===== src/rtl/scanseq_pkg.sv =====
`timescale 1ns/1ps
package scanseq_pkg;
    localparam int CHAN_W    = 3;
    localparam int NUM_SLOTS = 8;
    localparam int SLOT_W    = $clog2(NUM_SLOTS);
    localparam int LIST_W    = NUM_SLOTS * CHAN_W;
    localparam int SAMPLE_W  = 12;
    localparam int TICKS_W   = 8;
    localparam int DLY_W     = 3;

    // control/status word bit positions
    localparam int CB_START  = 0;
    localparam int CB_CONT   = 1;
    localparam int CB_STOP   = 2;
    localparam int CB_IRQEN  = 3;
    localparam int CB_FLUSH  = 4;
    localparam int CB_THR    = 8;
    localparam int CB_BUSY   = 16;
    localparam int CB_OVF    = 17;
    localparam int CB_COUNT  = 24;
    // scan list and timing fields
    localparam int LB_LAST   = 24;
    localparam int TB_DLY    = 0;
    localparam int TB_TICKS  = 8;

    localparam logic [1:0] A_CTRL = 2'd0;
    localparam logic [1:0] A_LIST = 2'd1;
    localparam logic [1:0] A_TIME = 2'd2;

    typedef struct packed {
        logic [CHAN_W-1:0]   chan;
        logic [SAMPLE_W-1:0] value;
    } sample_t;

    typedef enum logic [1:0] {
        ST_IDLE = 2'd0,
        ST_CONV = 2'd1,
        ST_GAP  = 2'd2
    } seq_state_e;

    function automatic logic [CHAN_W-1:0] slot_chan(
        input logic [LIST_W-1:0] list,
        input logic [SLOT_W-1:0] idx
    );
        return list[idx*CHAN_W +: CHAN_W];
    endfunction

    function automatic logic [TICKS_W-1:0] ticks_eff(input logic [TICKS_W-1:0] t);
        return (t == '0) ? TICKS_W'(1) : t;
    endfunction
endpackage


===== src/rtl/scan_ctrl.sv =====
`timescale 1ns/1ps
module scan_ctrl
    import scanseq_pkg::*;
#(
    parameter int CONV_W     = 16,
    parameter int TICK_BASE  = 2,
    parameter int TICK_CNT_W = 16
) (
    input  logic                clk,
    input  logic                rst,
    input  logic                start_i,
    input  logic                stop_i,
    input  logic                cont_i,
    input  logic [SLOT_W-1:0]   last_idx_i,
    input  logic [LIST_W-1:0]   list_i,
    input  logic [DLY_W-1:0]    dly_sel_i,
    input  logic [TICKS_W-1:0]  ticks_i,
    output logic                conv_req_o,
    output logic [CHAN_W-1:0]   conv_chan_o,
    input  logic                conv_done_i,
    input  logic [CONV_W-1:0]   conv_data_i,
    output logic                push_o,
    output sample_t             push_data_o,
    output logic                busy_o
);
    seq_state_e              state_q;
    logic [SLOT_W-1:0]       slot_q;
    logic [TICK_CNT_W-1:0]   cyc_q;
    logic [TICKS_W-1:0]      tick_q;
    logic [TICK_CNT_W-1:0]   tick_len;
    logic                    last_slot;
    logic                    unused_conv_hi;

    assign tick_len    = TICK_CNT_W'(TICK_BASE) << dly_sel_i;
    assign last_slot   = (slot_q == last_idx_i);
    assign conv_req_o  = (state_q == ST_CONV);
    assign busy_o      = (state_q == ST_CONV);
    assign conv_chan_o = slot_chan(list_i, slot_q);
    assign push_o      = conv_req_o && conv_done_i;
    assign unused_conv_hi = ^conv_data_i;

    always_comb begin
        push_data_o.chan  = conv_chan_o;
        push_data_o.value = conv_data_i[SAMPLE_W-1:0];
    end

    always_ff @(posedge clk) begin
        if (rst) begin
            state_q <= ST_IDLE;
            slot_q  <= '0;
            cyc_q   <= '0;
            tick_q  <= '0;
        end else if (stop_i) begin
            state_q <= ST_IDLE;
        end else begin
            case (state_q)
                ST_IDLE: begin
                    if (start_i) begin
                        state_q <= ST_CONV;
                        slot_q  <= '0;
                    end
                end
                ST_CONV: begin
                    if (conv_done_i) begin
                        if (last_slot) begin
                            if (cont_i) begin
                                state_q <= ST_GAP;
                                cyc_q   <= '0;
                                tick_q  <= '0;
                            end else begin
                                state_q <= ST_IDLE;
                            end
                        end else begin
                            slot_q <= slot_q + 1'b1;
                        end
                    end
                end
                ST_GAP: begin
                    if (cyc_q == tick_len - 1'b1) begin
                        cyc_q <= '0;
                        if (tick_q + 1'b1 >= ticks_eff(ticks_i)) begin
                            state_q <= ST_CONV;
                            slot_q  <= '0;
                        end else begin
                            tick_q <= tick_q + 1'b1;
                        end
                    end else begin
                        cyc_q <= cyc_q + 1'b1;
                    end
                end
                default: state_q <= ST_IDLE;
            endcase
        end
    end

    AST_REQ_HOLD: assert property (@(posedge clk) disable iff (rst)
        (conv_req_o && !conv_done_i && !stop_i) |=> (conv_req_o && $stable(conv_chan_o)));
    AST_NEXT_SLOT: assert property (@(posedge clk) disable iff (rst)
        (push_o && !last_slot && !stop_i) |=> conv_req_o);
    AST_SINGLE_END: assert property (@(posedge clk) disable iff (rst)
        (push_o && last_slot && !cont_i) |=> !busy_o);
    AST_STOP_IDLE: assert property (@(posedge clk) disable iff (rst)
        stop_i |=> !conv_req_o);
endmodule


===== src/rtl/result_fifo.sv =====
`timescale 1ns/1ps
module result_fifo
    import scanseq_pkg::*;
#(
    parameter int DEPTH = 32,
    localparam int PTR_W = $clog2(DEPTH),
    localparam int CNT_W = $clog2(DEPTH + 1)
) (
    input  logic             clk,
    input  logic             rst,
    input  logic             flush_i,
    input  logic             push_i,
    input  sample_t          push_data_i,
    input  logic             pop_i,
    output sample_t          head_o,
    output logic             valid_o,
    output logic [CNT_W-1:0] count_o,
    input  logic             ovf_clr_i,
    output logic             ovf_o
);
    sample_t          mem [DEPTH];
    logic [PTR_W-1:0] wr_ptr, rd_ptr;
    logic [CNT_W-1:0] count_q;
    logic             full, do_pop, do_push, drop;

    assign full    = (count_q == CNT_W'(DEPTH));
    assign do_pop  = pop_i && (count_q != '0);
    assign do_push = push_i && (!full || do_pop);
    assign drop    = push_i && !do_push;
    assign head_o  = mem[rd_ptr];
    assign valid_o = (count_q != '0);
    assign count_o = count_q;

    function automatic logic [PTR_W-1:0] bump(input logic [PTR_W-1:0] p);
        return (p == PTR_W'(DEPTH - 1)) ? '0 : p + 1'b1;
    endfunction

    always_ff @(posedge clk) begin
        if (!flush_i && do_push) mem[wr_ptr] <= push_data_i;
    end

    always_ff @(posedge clk) begin
        if (rst || flush_i) begin
            wr_ptr  <= '0;
            rd_ptr  <= '0;
            count_q <= '0;
        end else begin
            if (do_push) wr_ptr <= bump(wr_ptr);
            if (do_pop)  rd_ptr <= bump(rd_ptr);
            case ({do_push, do_pop})
                2'b10:   count_q <= count_q + 1'b1;
                2'b01:   count_q <= count_q - 1'b1;
                default: count_q <= count_q;
            endcase
        end
    end

    always_ff @(posedge clk) begin
        if (rst)                   ovf_o <= 1'b0;
        else if (drop && !flush_i) ovf_o <= 1'b1;
        else if (ovf_clr_i)        ovf_o <= 1'b0;
    end

    AST_NO_OVERFLOW: assert property (@(posedge clk) disable iff (rst)
        count_q <= CNT_W'(DEPTH));
    AST_DROP_STICKY: assert property (@(posedge clk) disable iff (rst)
        (push_i && full && !pop_i && !flush_i) |=> ovf_o);
    AST_FLUSH_EMPTY: assert property (@(posedge clk) disable iff (rst)
        flush_i |=> (count_q == '0));
    AST_EMPTY_POP: assert property (@(posedge clk) disable iff (rst)
        (pop_i && count_q == '0 && !push_i && !flush_i) |=> (count_q == '0));
endmodule


===== src/rtl/scan_adc_seq.sv =====
`timescale 1ns/1ps
module scan_adc_seq
    import scanseq_pkg::*;
#(
    parameter int FIFO_DEPTH = 32,
    parameter int CONV_W     = 16,
    parameter int TICK_BASE  = 2,
    parameter int TICK_CNT_W = 16
) (
    input  logic                clk,
    input  logic                rst,
    input  logic                reg_wr,
    input  logic [1:0]          reg_addr,
    input  logic [31:0]         reg_wdata,
    output logic [31:0]         reg_rdata,
    output logic                conv_req,
    output logic [CHAN_W-1:0]   conv_chan,
    input  logic                conv_done,
    input  logic [CONV_W-1:0]   conv_data,
    input  logic                pop,
    output logic                pop_valid,
    output logic [SAMPLE_W-1:0] pop_value,
    output logic [CHAN_W-1:0]   pop_chan,
    output logic                irq
);
    localparam int CNT_W = $clog2(FIFO_DEPTH + 1);

    logic                cont_q, irq_en_q;
    logic [CNT_W-1:0]    thr_q;
    logic [SLOT_W-1:0]   last_q;
    logic [LIST_W-1:0]   list_q;
    logic [DLY_W-1:0]    dly_q;
    logic [TICKS_W-1:0]  ticks_q;
    logic                ctrl_wr, start, stop, flush, ovf_clr;
    logic                push, busy, ovf;
    sample_t             push_data, head;
    logic [CNT_W-1:0]    count;
    logic                unused_wdata;

    assign ctrl_wr = reg_wr && (reg_addr == A_CTRL);
    assign start   = ctrl_wr && reg_wdata[CB_START];
    assign stop    = ctrl_wr && reg_wdata[CB_STOP];
    assign flush   = ctrl_wr && reg_wdata[CB_FLUSH];
    assign ovf_clr = ctrl_wr && reg_wdata[CB_OVF];
    assign unused_wdata = ^reg_wdata;

    always_ff @(posedge clk) begin
        if (rst) begin
            cont_q   <= 1'b0;
            irq_en_q <= 1'b0;
            thr_q    <= '0;
            last_q   <= '0;
            list_q   <= '0;
            dly_q    <= '0;
            ticks_q  <= TICKS_W'(1);
        end else if (reg_wr) begin
            case (reg_addr)
                A_CTRL: begin
                    cont_q   <= reg_wdata[CB_CONT] && !reg_wdata[CB_STOP];
                    irq_en_q <= reg_wdata[CB_IRQEN];
                    thr_q    <= reg_wdata[CB_THR +: CNT_W];
                end
                A_LIST: begin
                    list_q <= reg_wdata[LIST_W-1:0];
                    last_q <= reg_wdata[LB_LAST +: SLOT_W];
                end
                A_TIME: begin
                    dly_q   <= reg_wdata[TB_DLY +: DLY_W];
                    ticks_q <= reg_wdata[TB_TICKS +: TICKS_W];
                end
                default: ;
            endcase
        end
    end

    always_comb begin
        reg_rdata = '0;
        case (reg_addr)
            A_CTRL: begin
                reg_rdata[CB_CONT]           = cont_q;
                reg_rdata[CB_IRQEN]          = irq_en_q;
                reg_rdata[CB_THR +: CNT_W]   = thr_q;
                reg_rdata[CB_BUSY]           = busy;
                reg_rdata[CB_OVF]            = ovf;
                reg_rdata[CB_COUNT +: CNT_W] = count;
            end
            A_LIST: begin
                reg_rdata[LIST_W-1:0]         = list_q;
                reg_rdata[LB_LAST +: SLOT_W]  = last_q;
            end
            A_TIME: begin
                reg_rdata[TB_DLY +: DLY_W]     = dly_q;
                reg_rdata[TB_TICKS +: TICKS_W] = ticks_q;
            end
            default: reg_rdata = '0;
        endcase
    end

    scan_ctrl #(
        .CONV_W(CONV_W), .TICK_BASE(TICK_BASE), .TICK_CNT_W(TICK_CNT_W)
    ) u_ctrl (
        .clk(clk), .rst(rst), .start_i(start), .stop_i(stop), .cont_i(cont_q),
        .last_idx_i(last_q), .list_i(list_q), .dly_sel_i(dly_q), .ticks_i(ticks_q),
        .conv_req_o(conv_req), .conv_chan_o(conv_chan), .conv_done_i(conv_done),
        .conv_data_i(conv_data), .push_o(push), .push_data_o(push_data), .busy_o(busy)
    );

    result_fifo #(.DEPTH(FIFO_DEPTH)) u_fifo (
        .clk(clk), .rst(rst), .flush_i(flush), .push_i(push), .push_data_i(push_data),
        .pop_i(pop), .head_o(head), .valid_o(pop_valid), .count_o(count),
        .ovf_clr_i(ovf_clr), .ovf_o(ovf)
    );

    assign pop_value = head.value;
    assign pop_chan  = head.chan;
    assign irq       = irq_en_q && (count >= thr_q);
endmodule


===== config.mk =====
export PLATFORM = sky130hd
export DESIGN_NAME = scan_adc_seq
export DESIGN_NICKNAME = d
export VERILOG_FILES = /design/src/rtl/scanseq_pkg.sv /design/src/rtl/scan_ctrl.sv /design/src/rtl/result_fifo.sv /design/src/rtl/scan_adc_seq.sv
export SDC_FILE = /design/constraint.sdc
export NUM_CORES = 1
export LEC_CHECK = 0
export BUFFER_PORTS_ARGS = -buffer_cell sky130_fd_sc_hd__buf_2
export CAP_MARGIN = 30
export CORE_MARGIN = 5
export CORE_UTILIZATION = 50
export DETAILED_ROUTE_END_ITERATION = 16
export GPL_ROUTABILITY_DRIVEN = 0
export PLACE_DENSITY = 0.67
export SYNTH_ARGS = -nofsm -noshare
export SYNTH_HDL_FRONTEND = slang
export SYNTH_SLANG_ARGS = --single-unit

===== constraint.sdc =====
create_clock -name clk -period 4.77 [get_ports clk]
set_input_delay 0.954 -clock clk [delete_from_list [all_inputs] [get_ports clk]]
set_output_delay 0.954 -clock clk [all_outputs]
set_load 0.05 [all_outputs]

# After elaboration in Yosys (flattened, before gate mapping)
# Memory sizes are Yosys's and may differ from the RTL's. A register that Yosys moved wholly into a read port is not among the register bits.
# Index checks and enable logic that the tools add are counted.
# op_classes
add_sub_neg	8
multipliers	1
n_div	0
order_cmp	2
eq_ne	19
shift	2
mux	45
bitwise_logic	1
reduce_logical	35
# op_table
op	n
$mux 16	4
$mux 8	6
$pmux 16 s2	1
$shiftx 24x6->3	1
$mux 5	4
$mux 3	6
$pmux 6 s3	1
$add 16x1->16 const B	1
$eq 16x16->1	1
$pmux 8 s2	1
$shl 2x3->16 const A	1
$sub 16x1->16 const B	1
$reduce_and 7->1	2
$logic_and 1x1->1	13
$mux 2	6
$pmux 6 s2	1
$add 5x1->5 const B	2
$eq 5x5->1 const B	2
$ne 2x2->1 const B	5
$reduce_and 5->1	2
$pmux 3 s3	1
$add 8x1->8 const B	1
$ge 8x8->1	1
$logic_not 8->1	1
27 further kinds	48
# word_totals
register_bits	92
latch_bits	0
ram_bits	480
mem_bits_ro	0
out_inout_bits	53
mem_count	1
# memory_table
name	words	word_bits	rd	rd_clocked_by_memory_dff	wr	line	source
u_fifo.mem	32	15	1	1	1	result_fifo.sv:21	sample_t mem [DEPTH];

# Longest topological paths before layout
# logic_depth
depth_word	8
depth_mapped	14
ltp_nobuf	13

# Modules after synthesis
# A second synthesis with hierarchy kept.
# unflattened
hier_cells	1416
area_unflattened_um2	24056.8
# by_module_without_submodules
module	n_inst	cells_per_inst	area_each_um2	seq_area_each_um2
result_fifo	1	859	19527.5	14854.2
scan_ctrl	1	273	2280.9	580.6
scan_adc_seq	1	284	2248.4	920.9

# Least setup slack after synthesis
# Ideal clock, no wire load.
# synth_timing
kind	input port to output port
start	in reg_addr[1]
end	out reg_rdata[11]
t_arrival_ps	2499
required_ps	3816
setup_slack_ps	1317
stages	6
path_buffers	2
cell_sequence	inv_1 ha_1 clkbuf_1 buf_1 a222oi_1 nor2_1
# synth_between
elab_chain_cells	2
elab_cells_between_ends	4
cone_classes	eq/ne: 2; mux: 1; reduce/logical: 1
# synth_lines
item	line	source
start, declared	scan_adc_seq.sv:13	input logic [1:0] reg_addr,
$eq 2x2->1 (tied with other cells)	scan_adc_seq.sv:78	case (reg_addr)
$pmux 6 s3 *	scan_adc_seq.sv:78	
end, declared	scan_adc_seq.sv:15	output logic [31:0] reg_rdata,
# Every way passes the cells marked *; elsewhere a longest branch is shown, timed or not.

==> results.yml <==
status:
  status: "finished clean"
grt:
  grt_pass1_vias: 13356
  grt_max_degree: 80
  grt_pass1_wl_um: 80300
  gr-total-overflow: 0
  grt_usage_pct: 19.93
  antenna_found_initial: 1
worst_setup_path:
  worstPathRequired_ns: 3.82
  start_kind: "register"
  rr_startpoint: "u_fifo.count_o[1]$_SDFFE_PP0P_"
  setup.worst_path.end_class: "output pin"
  crit_type: "register to output pin"
  reg2reg_to: "u_fifo.count_o[5]$_SDFFE_PP0P_"
  crit_arrival_ns: 3.21
  worstSetupEndpoint: "pop_chan[1]"
  reg2reg_slack_ns: 1.12
  reg2regPathDepth: 11
  crit_fanout: 79
detailed_routing:
  drc: 0
  drtIter0Drc: 1484
  vias: 12904
  viasPerCell: 5.895
  avgRoutedWirePerCell_um: 23.69
  drt-total-wl_um: 51860
  antenna_left: 0
  firstDrtPassIters: 5
min_path:
  hold_start: "list_q[8]$_SDFFE_PP0P_"
  hold_class: "register to register"
sta:
  fmax_ghz: 0.2404
  worst_slew_pin_slew_ns: 1.020
  max_slew_margin_pct: 32.03
  finalSetupTns_ns: 0
  fin_crit_ns: 4.160
  fin_worst_skew_ns: 0.02951
  setup_viol: 0
  hold_viol_final: 0
  rsz0062_at_grt: "false"
  finalCritPeriodShare_pct: 87.21
  slew_viol_final: 0
clocking:
  cts_setup_buffers: 0
  clk_pin_slew_ns: 0.06
  clock_sinks: 577
  cts_tree: "yes"
  cts_root_buffer: "clkbuf_16"
  cts_buffer_depth: 3
  ctsResizeCount: 0
  hold_buffers: 0
  htree_levels: 2
  clk-insertion-delay-late_ns: 0.62
  cts_buffers: 56
pwr:
  power_frac_clock_pct: 43.6
  p_int_mw: 8.213
  total_power_mw: 10.36
  switchingPower_mw: 2.143
  vdd_drop_max_uv: 263.3
  power_leakage_nw: 8.601
  seqPwrFrac_pct: 52.9
  combPwrFrac_pct: 3.5
  swShare_pct: 20.70
  p_per_area_nw_per_um2: 382.4
final_layout:
  antenna_cells: 0
  fin_util_pct: 57.08
  final_cells: 2189
  drive_above_1_share_pct: 26.94
  area_growth_pct: 13.79
  final_common_cell: "edfxtp_1"
  nets: 1616
  n_fill_cell: 3628
  final_cell_mix: "edfxtp_1 (480), mux4_2 (156), nand2_1 (138)"
logic_synthesis:
  synth.distinct_cells: 67
  avgSynthCellArea_um2: 16.94
  syn_area_um2: 23800
  synth_edf_count: 480
  syn_inst: 1405
  async_flop_share_pct: 0
  ys.flop_type: "edfxtp_1"
  yosysSeqAreaShare_pct: 68.72
  synth-seq-cells: 577
  ys.warnings.count: 0
placement:
  io_buffers: 96
  dp_hpwl_um: 31320
  placedCellCount: 2082
die:
  ioPinCount: 108
  row_count: 80
  die_w_um: 228.2
  dieArea_um2: 52060
  die-height_um: 228.2
  core_area_um2: 47450
  start_util_pct: 50.16
run:
  drv_cap: 0
[critical path: stages (launching register included)]
cell	delay [ns]
dfxtp_4	0.37
buf_12	0.52
mux4_2	0.62
mux4_2	0.49
mux2_2	0.34
buf_2	0.23
[cell families after synthesis]
group                    count (synthesis)  synth area share, %
adder cells (fa/ha/maj)                 35                1.872
multiplexers                           187                16.17
XOR/XNOR                                31                1.141
AO/OA/AOI/OAI                          133                3.607
AND/OR/NAND/NOR                        335                6.609
buffers and inverters                  106                1.861
flip-flops                             577                68.72
other                                    1              0.01576
[power groups by stage]
stage	Sequential, mW	Clock [mW]	Combinational, mW
finish	5.48	4.52	0.358
global route	5.48	4.85	0.390
CTS	5.48	4.61	0.361
detailed placement	5.59	0	0.360
global placement	5.59	0	0.351
floorplan	5.58	0	0.232
[flip-flops by register name, summed over array words and instances, names as in the netlist, named ones only]
name,cells
u_fifo.mem,480
list_q,24
u_ctrl.cyc_q,16
ticks_q,8
u_ctrl.tick_q,8
thr_q,6
u_fifo.count_o,6
u_fifo.rd_ptr,5
u_fifo.wr_ptr,5
dly_q,3
last_q,3
u_ctrl.slot_q,3
u_ctrl.state_q,2
cont_q,1
irq_en_q,1
u_fifo.ovf_o,1
[routing by layer]
metal | vias up | GRT usage, % | wire, um
li1 | 5760 | - | -
met1 | 6628 | 27.63 | 21940
met2 | 439 | 33.01 | 25290
met3 | 75 | 4.016 | 3589
met4 | 2 | 4.916 | 1030
met5 | - | 0 | 7
[through the flow]
stage	area (um^2)	setup WS (ns)	hold slack, ns
final	27080	0.6101	0.4733
after global routing	27080	0.4441	0.4849
after CTS	27050	0.5171	0.4713
after detailed placement	25140	0.9699	0.4626
after global placement	25120	1.031	0.4581
after floorplan	23800	1.317	0.4415
[Yosys cell counts, types with 5 or more instances]
library cell	number	area (um^2)
edfxtp_1	480	14410
mux4_2	156	3513
nand2_1	138	518.0
dfxtp_1	97	1942
nor2_1	78	292.8
a21oi_1	67	335.3
clkbuf_1	43	161.4
ha_1	34	425.4
inv_1	25	93.84
buf_2	24	120.1
nand3_1	20	100.1
mux2_2	19	214.0
xnor2_1	19	166.4
and2_1	17	106.4
nor3_1	14	70.07
nor2b_1	12	75.07
xor2_1	12	105.1
mux2i_1	11	110.1
and3_1	10	62.56
o21ai_0	10	50.05
buf_1	8	30.03
a222oi_1	7	70.07
a22o_1	6	52.55
a31oi_1	6	37.54
nand2b_1	6	37.54
nand3b_1	6	45.04
nand4_1	6	37.54
or3_1	6	37.54
o211ai_1	5	37.54
o21ai_1	5	25.02
[worst min path at each step]
stage,to,slack (ns),depth (start not counted)
3_3_place_gp,list_q[23]$_SDFFE_PP0P_,0.46,2
4_1_cts,list_q[11]$_SDFFE_PP0P_,0.47,2
3_5_place_dp,list_q[8]$_SDFFE_PP0P_,0.46,2
6_report,list_q[8]$_SDFFE_PP0P_,0.47,2
2_1_floorplan,list_q[18]$_SDFFE_PP0P_,0.44,2
5_1_grt,list_q[4]$_SDFFE_PP0P_,0.48,2
[cell type report]
| type | instances | area, um^2 | area share, % |
|---|---|---|---|
| clock buffer | 68 | 1456 | 5.378 |
| timing repair buffer | 141 | 900.9 | 3.327 |
| sequential | 577 | 16370 | 60.43 |
| tap | 615 | 769.5 | 2.841 |
| multi-input combinational | 723 | 7029 | 25.96 |
| inverter | 27 | 101.3 | 0.3742 |
| clock inverter | 38 | 457.9 | 1.691 |
No activity file was read; power rests on OpenSTA's default activity.
